===== src/rtl/bshift_pkg.sv =====
package bshift_pkg;
  typedef enum logic [1:0] {
    SH_LSL = 2'b00,
    SH_LSR = 2'b01,
    SH_ASR = 2'b10,
    SH_ROR = 2'b11
  } sh_kind_e;
endpackage


===== src/rtl/bshift_core.sv =====
// Logarithmic shifter: stage k moves the word by 2**k when amount bit k is set.
module bshift_core
  import bshift_pkg::*;
#(
  parameter int W  = 32,
  parameter int AW = $clog2(W)
) (
  input  logic [W-1:0]  data_i,
  input  sh_kind_e      kind_i,
  input  logic [AW-1:0] amt_i,
  output logic [W-1:0]  data_o
);
  logic [AW:0][W-1:0] lvl;
  logic               sign_b;

  assign sign_b = data_i[W-1];
  assign lvl[0] = data_i;

  for (genvar k = 0; k < AW; k++) begin : g_stage
    localparam int S = 1 << k;
    logic [W-1:0] moved;
    always_comb begin
      unique case (kind_i)
        SH_LSL:  moved = {lvl[k][W-1-S:0], {S{1'b0}}};
        SH_LSR:  moved = {{S{1'b0}}, lvl[k][W-1:S]};
        SH_ASR:  moved = {{S{sign_b}}, lvl[k][W-1:S]};
        default: moved = {lvl[k][S-1:0], lvl[k][W-1:S]};
      endcase
    end
    assign lvl[k+1] = amt_i[k] ? moved : lvl[k];
  end

  assign data_o = lvl[AW];
endmodule


===== src/rtl/bshift_carry.sv =====
// Picks the last bit pushed out of the operand; W must be a power of two.
module bshift_carry
  import bshift_pkg::*;
#(
  parameter int W  = 32,
  parameter int AW = $clog2(W)
) (
  input  logic [W-1:0]  data_i,
  input  sh_kind_e      kind_i,
  input  logic [AW-1:0] amt_i,
  input  logic          ext_i,
  input  logic          c_i,
  output logic          c_o
);
  logic [AW-1:0] left_idx;
  logic [AW-1:0] right_idx;

  // W - n modulo W equals 0 - n in AW bits
  assign left_idx  = '0 - amt_i;
  assign right_idx = amt_i - 1'b1;

  always_comb begin
    if (ext_i)
      c_o = data_i[0];
    else if (amt_i == '0)
      c_o = c_i;
    else if (kind_i == SH_LSL)
      c_o = data_i[left_idx];
    else
      c_o = data_i[right_idx];
  end
endmodule


===== src/rtl/operand_shifter.sv =====
module operand_shifter
  import bshift_pkg::*;
#(
  parameter  int W  = 32,
  localparam int AW = $clog2(W)
) (
  input  logic          clk,
  input  logic          rst,
  input  logic [W-1:0]  op_in,
  input  logic [1:0]    kind_in,
  input  logic [AW-1:0] amt_in,
  input  logic          ext_in,
  input  logic          c_in,
  output logic [W-1:0]  res_out,
  output logic          c_out
);
  sh_kind_e     kind;
  logic [W-1:0] core_res;
  logic [W-1:0] next_res;
  logic         next_c;

  assign kind = sh_kind_e'(kind_in);

  bshift_core #(.W(W), .AW(AW)) u_core (
    .data_i (op_in),
    .kind_i (kind),
    .amt_i  (amt_in),
    .data_o (core_res)
  );

  bshift_carry #(.W(W), .AW(AW)) u_carry (
    .data_i (op_in),
    .kind_i (kind),
    .amt_i  (amt_in),
    .ext_i  (ext_in),
    .c_i    (c_in),
    .c_o    (next_c)
  );

  // 33-bit rotate by one: carry enters at the top
  assign next_res = ext_in ? {c_in, op_in[W-1:1]} : core_res;

  always_ff @(posedge clk) begin
    if (rst) begin
      res_out <= '0;
      c_out   <= 1'b0;
    end else begin
      res_out <= next_res;
      c_out   <= next_c;
    end
  end
endmodule


===== config.mk =====
export PLATFORM = sky130hd
export DESIGN_NAME = operand_shifter
export DESIGN_NICKNAME = d
export VERILOG_FILES = /design/src/rtl/bshift_pkg.sv /design/src/rtl/bshift_core.sv /design/src/rtl/bshift_carry.sv /design/src/rtl/operand_shifter.sv
export SDC_FILE = /design/constraint.sdc
export NUM_CORES = 1
export LEC_CHECK = 0
export ABC_AREA = 1
export BUFFER_PORTS_ARGS = -buffer_cell sky130_fd_sc_hd__buf_4
export CORE_ASPECT_RATIO = 0.5
export CORE_MARGIN = 3
export CORE_UTILIZATION = 40
export DETAILED_ROUTE_END_ITERATION = 12
export GPL_TIMING_DRIVEN = 0
export HOLD_SLACK_MARGIN = 0.03
export PLACE_DENSITY = 0.66
export SYNTH_ARGS = -nofsm -noshare
export SYNTH_HDL_FRONTEND = slang
export SYNTH_SLANG_ARGS = --single-unit
export TNS_END_PERCENT = 100

===== constraint.sdc =====
create_clock -name clk -period 3.7 [get_ports clk]
set_clock_uncertainty 0.05 [all_clocks]
set_input_delay 0.37 -clock clk [delete_from_list [all_inputs] [get_ports clk]]
set_output_delay 0.37 -clock clk [all_outputs]
set_load 0.05 [all_outputs]

---- After elaboration in Yosys (flattened, before gate mapping) ----
Cells that the tools add are included.
word-level totals
  logic and storage cells ................. 28
  memory bits (read-only) ................. 0
  memories kept ........................... 0
  input bits .............................. 43
  RAM bits ................................ 0
  flip-flop bits (word level) ............. 33
  latch bits .............................. 0
  output and inout bits ................... 33
cells by class
  add/sub/neg operators ................... 2
  multiply operators ...................... 0
  equality and inequality tests ........... 2
  divide/modulo/power cells ............... 0
  $lt $le $gt $ge ......................... 2
  reduce and logical (&&, ||, !) cells .... 2
  bitwise operators ....................... 0
  shift operators ......................... 0
  mux-type cells .......................... 18
operators with widths
  kind                 number
  $pmux 32 s3          5
  $mux 32              6
  $lt 5x6->1 const B   2
  $bmux 1 s5           2
  $logic_not 5->1      1
  $mux 1               5
  $sub 1x5->5 const A  1
  $sub 5x1->5 const B  1
  $eq 2x1->1 const B   1
  $eq 2x2->1 const B   1
  $logic_not 2->1      1

---- Logic depth before layout (Yosys ltp) ----
  word-level depth ........................ 12
  gate-level depth with buffers ........... 17
  gate-level depth less buffers ........... 15

---- Hierarchy ----
Synthesis repeated with hierarchy kept, for this count alone.
second synthesis, totals
  cell total of the unflattened synthesis .. 1168
  area, all modules ....................... 5886.9 sq um
modules (own cells, without submodules)
  module           sequential area each (sq um)  instances  cells an instance  area each (sq um)
  bshift_core      0.0                           1          776                3649.8
  operand_shifter  660.6                         1          206                1366.3
  bshift_carry     0.0                           1          186                870.8

---- Worst setup path after synthesis ----
Ideal clock, no wire load.
  kind .................................... input to register
  start point ............................. input amt_in[1]
  end point ............................... register c_out
  arrival time ............................ 2105 ps
  data required time ...................... 3531 ps
  stages .................................. 13
  setup time .............................. 119 ps
  buffers on the path ..................... 3
  path slack .............................. 1426 ps
  cell sequence ........................... inv_2 -> buf_2 -> buf_2 -> ha_1 -> inv_1 -> clkbuf_1 -> a31oi_1 -> o31ai_1 -> nand3_1 -> o211ai_1 -> nand3_1 -> nand3_1 -> a21oi_1
between the ends
  word-level cells in the longest chain between the ends .. 6
  elaborated cells between the ends (all ways) .. 10
  classes of those cells .................. 2 x add/sub; 7 x mux; 1 x reduce/logical
RTL lines
  element                                            RTL line                                source
  start, declared                                    operand_shifter.sv:11                   input logic [AW-1:0] amt_in,
  $sub 5x1->5 / $sub 1x5->5 (equally long branches)  bshift_carry.sv:20, bshift_carry.sv:19
  $bmux 1 s5, on equally long branches               bshift_carry.sv:30, bshift_carry.sv:28
  $mux 1, on equally long branches                   bshift_carry.sv:30, bshift_carry.sv:28
  $mux 1                                             bshift_carry.sv:27                      else if (kind_i == SH_LSL)
  $mux 1 (*)                                         bshift_carry.sv:25                      else if (amt_i == '0)
  $mux 1 (*)                                         bshift_carry.sv:23                      if (ext_i)
  end signal, assigned                               operand_shifter.sv:49                   c_out <= next_c;
  end, declared                                      operand_shifter.sv:15                   output logic c_out
Every way passes the cells marked *; elsewhere a longest branch is shown, timed or not. The select of a mux whose other input is x is not followed.
A chain may end at the register's enable or synchronous reset.

---- Worst setup path in the final report ----
Ends and elaborated chain as after synthesis.

==> out/qor.yml <==
global_routing:
  grt_use_total: 0.388
  grt_pass1_wl_um: 42500
  grt_max_degree: 11
  grt_pass1_vias: 6760
  grt.overflow.total: 0
  antenna_found_initial: 3
critical_path:
  cp_slowest_stage_delay_ns: 0.55
  critPathMaxFanout: 10
  cp_cell_sequence: "buf_4, inv_2, buf_2, buf_2, ha_1, inv_1, clkbuf_1, o21ai_0, o221ai_1, nand3_1, nand3_1, nand3_1, a21oi_1"
  setup.worst_path.end_class: "flip-flop"
  crit_required_ns: 3.84
  path_class: "in2reg"
  startpoint_type: "input pin"
  arrival_ns: 3.61
  path_common_cell: "nand3_1"
  cp_slowest_cell: "clkbuf_1"
hold_path:
  min_to: "res_out[31]$_SDFF_PP0_"
  min_from: "c_in"
  hold_depth: 3
  hold_class: "in2reg"
clock_tree:
  clk_pin_slew_ns: 0.05
  cts_resized: 0
  cts_tree: "done"
  numClockSinks: 33
  htreeDepth: 2
  cts_buffer_depth: 2
  root_buffer: "clkbuf_16"
  post_cts_buffers: 0
  numCtsBuffers: 5
  hold_buffers: 0
logic_synthesis:
  synth_cells: 993
  synth_mux_area_frac: 0
  yosys.area_share.simple: 0.571
  synth-compound-area-share: 0.175
  synth_area_um2: 5180
  synth_top_family_by_area: "simple AND/OR/NAND/NOR gates"
  yosys_register_bits: 33
  yosysUniqueCellTypes: 35
  synth_seq_area_share: 0.127
  synth_top_area_cell: "nand2_1"
  synthAdderAreaFrac: 0.00483
  netlist.area_leader.share: 0.252
  synth_area_leaders: "nand2_1, nand3_1, dfxtp_1"
  synth_nets: 1038
  ys_warn_count: 0
  synthXorXnorAreaFrac: 0.00507
  syn_avg_cell_area_um2: 5.22
flow_run:
  maxCapViolations: 0
cells_and_area:
  final_util: 0.497
  nFillCells: 1365
  layoutNonFillerInstCount: 1241
  final-seq-area_um2: 661
  layout.nets: 1117
  area_growth_pct: 17.2
  multi_input_area_um2: 3920
  layout-drive-gt1-share: 0.144
sta:
  relSlewSlack: 0.288
  timing_hold_violations_final: 0
  slew_violations: 0
  setup_viol: 0
  finalCritPeriodShare: 0.938
  setup_tns_ns: 0
  max_freq_ghz: 0.288
  min_period_ns: 3.47
  worstMarginPinSlew_ns: 1.06
  rsz0062_at_grt: "no"
placement:
  hpwl_um: 23300
  gp_congestion: 1.07
  place_inst: 1230
  portBuffers: 72
detailed_routing:
  via_per_inst: 6.21
  drc: 0
  wire_per_inst_um: 23.3
  final_antenna_net_count: 0
  vias: 7706
  first_pass_iters: 7
  wl_um: 29000
  drtIter0Drc: 1338
power:
  p_seq_frac: 0.213
  irDropWorstVdd_mv: 0.416
  comb_power_share: 0.579
  power.switching_uw: 919
  swShare: 0.496
  power.density_nw_per_um2: 305
  power.share.clock: 0.208
  p_leak_nw: 3.16
  p_int_uw: 932
floorplan:
  die_width_um: 167
  start_util: 0.424
  core-area_um2: 12200
  io_pins: 76
  fp.dieH_um: 86.5
  die_area_um2: 14400
  rows: 28
run_status:
  status: "complete, no violations"
[cells by family (layout without fill, tap and decap cells)]
family	after synthesis	count (layout)
other	0	3
AND/OR/NAND/NOR	668	668
flip-flops	33	33
adder cells (fa/ha/maj)	2	2
AO/OA/AOI/OAI	157	157
XOR/XNOR	3	3
buffers and inverters	130	210
[area by class of cell]
class	instances	area share
diodes	3	0.00124
plain buffers	61	0.0570
clock buffers	6	0.0212
clock inverters	2	0.00165
inverters	69	0.0426
multi-input cells	830	0.645
flip-flops and latches	33	0.109
well taps	165	0.0340
repair buffers	72	0.0889
[cell usage after synthesis]
cell type	count
a21oi_2	4
dfxtp_1	33
and2_1	1
o21ai_2	8
nand3_1	188
a31oi_1	3
buf_6	7
o311ai_0	4
o21a_1	4
buf_1	5
o21ai_1	18
inv_1	63
ha_1	2
o21ai_0	45
nand3_2	6
xnor2_1	1
buf_4	6
clkbuf_1	17
nand4_2	1
a21oi_1	54
nor2_4	3
o211ai_1	3
nor3_1	3
nand2_1	348
o31ai_1	2
buf_8	1
xor2_1	2
o21bai_1	7
o221ai_1	5
inv_2	6
nor2_1	62
nand2_2	4
nor2_2	5
nand4_1	47
buf_2	25
[flip-flops by register name (all words and copies together) (netlist names)]
| name | count |
|---|---|
| res_out | 32 |
| c_out | 1 |
[how the worst max path moves through the flow]
stage	depth (start not counted)	startpoint	to	slack, ns
finish	13	amt_in[1]	c_out$_SDFF_PP0_	0.23
global route	13	amt_in[1]	c_out$_SDFF_PP0_	0.29
CTS	13	amt_in[1]	c_out$_SDFF_PP0_	0.49
detailed placement	13	amt_in[1]	c_out$_SDFF_PP0_	0.22
global placement	13	amt_in[1]	c_out$_SDFF_PP0_	0.16
floorplan	13	amt_in[1]	c_out$_SDFF_PP0_	1.43
[power by group through the flow]
stage,combinational [mW],sequential (mW),clock (mW)
floorplan,0.548,0.512,0
global placement,1.01,0.401,0
detailed placement,1.01,0.402,0
CTS,1.01,0.395,0.391
global route,1.13,0.398,0.409
finish,1.07,0.395,0.385
[placed cells by master (no fill, tap or decap), types with 18 or more instances in the layout]
cell / Yosys / final
nand4_1: 47 / 47
o21ai_0: 45 / 45
nand3_1: 188 / 188
nor2_1: 62 / 62
inv_1: 63 / 63
a21oi_1: 54 / 54
clkbuf_1: 17 / 18
buf_2: 25 / 25
o21ai_1: 18 / 18
dfxtp_1: 33 / 33
buf_4: 6 / 78
nand2_1: 348 / 348
[through the flow]
step / setup WS, ns / power (mW) / hold slack, ns / instance area [um2]
floorplan: 1.43 / 1.06 / 0.503 / 5180
global placement: 0.156 / 1.41 / 0.642 / 5930
detailed placement: 0.216 / 1.41 / 0.630 / 5930
CTS: 0.490 / 1.80 / 0.349 / 6070
global route: 0.289 / 1.93 / 0.361 / 6070
finish: 0.228 / 1.85 / 0.366 / 6080
[layer usage]
layer,track usage,routed length (um)
met4,0.0973,784
met2,0.502,10200
met3,0.159,5310
met5,0,13
met1,0.580,12700
[worst max-delay path, delay by kind of cell]
| kind | cells | cell delay, ns |
|---|---|---|
| compound gates | 3 | 0.70 |
| buf+inv | 6 | 1.73 |
| fa+ha+maj | 1 | 0.39 |
| simple gates | 3 | 0.42 |
Note: power is estimated with default switching activity, not from simulation.
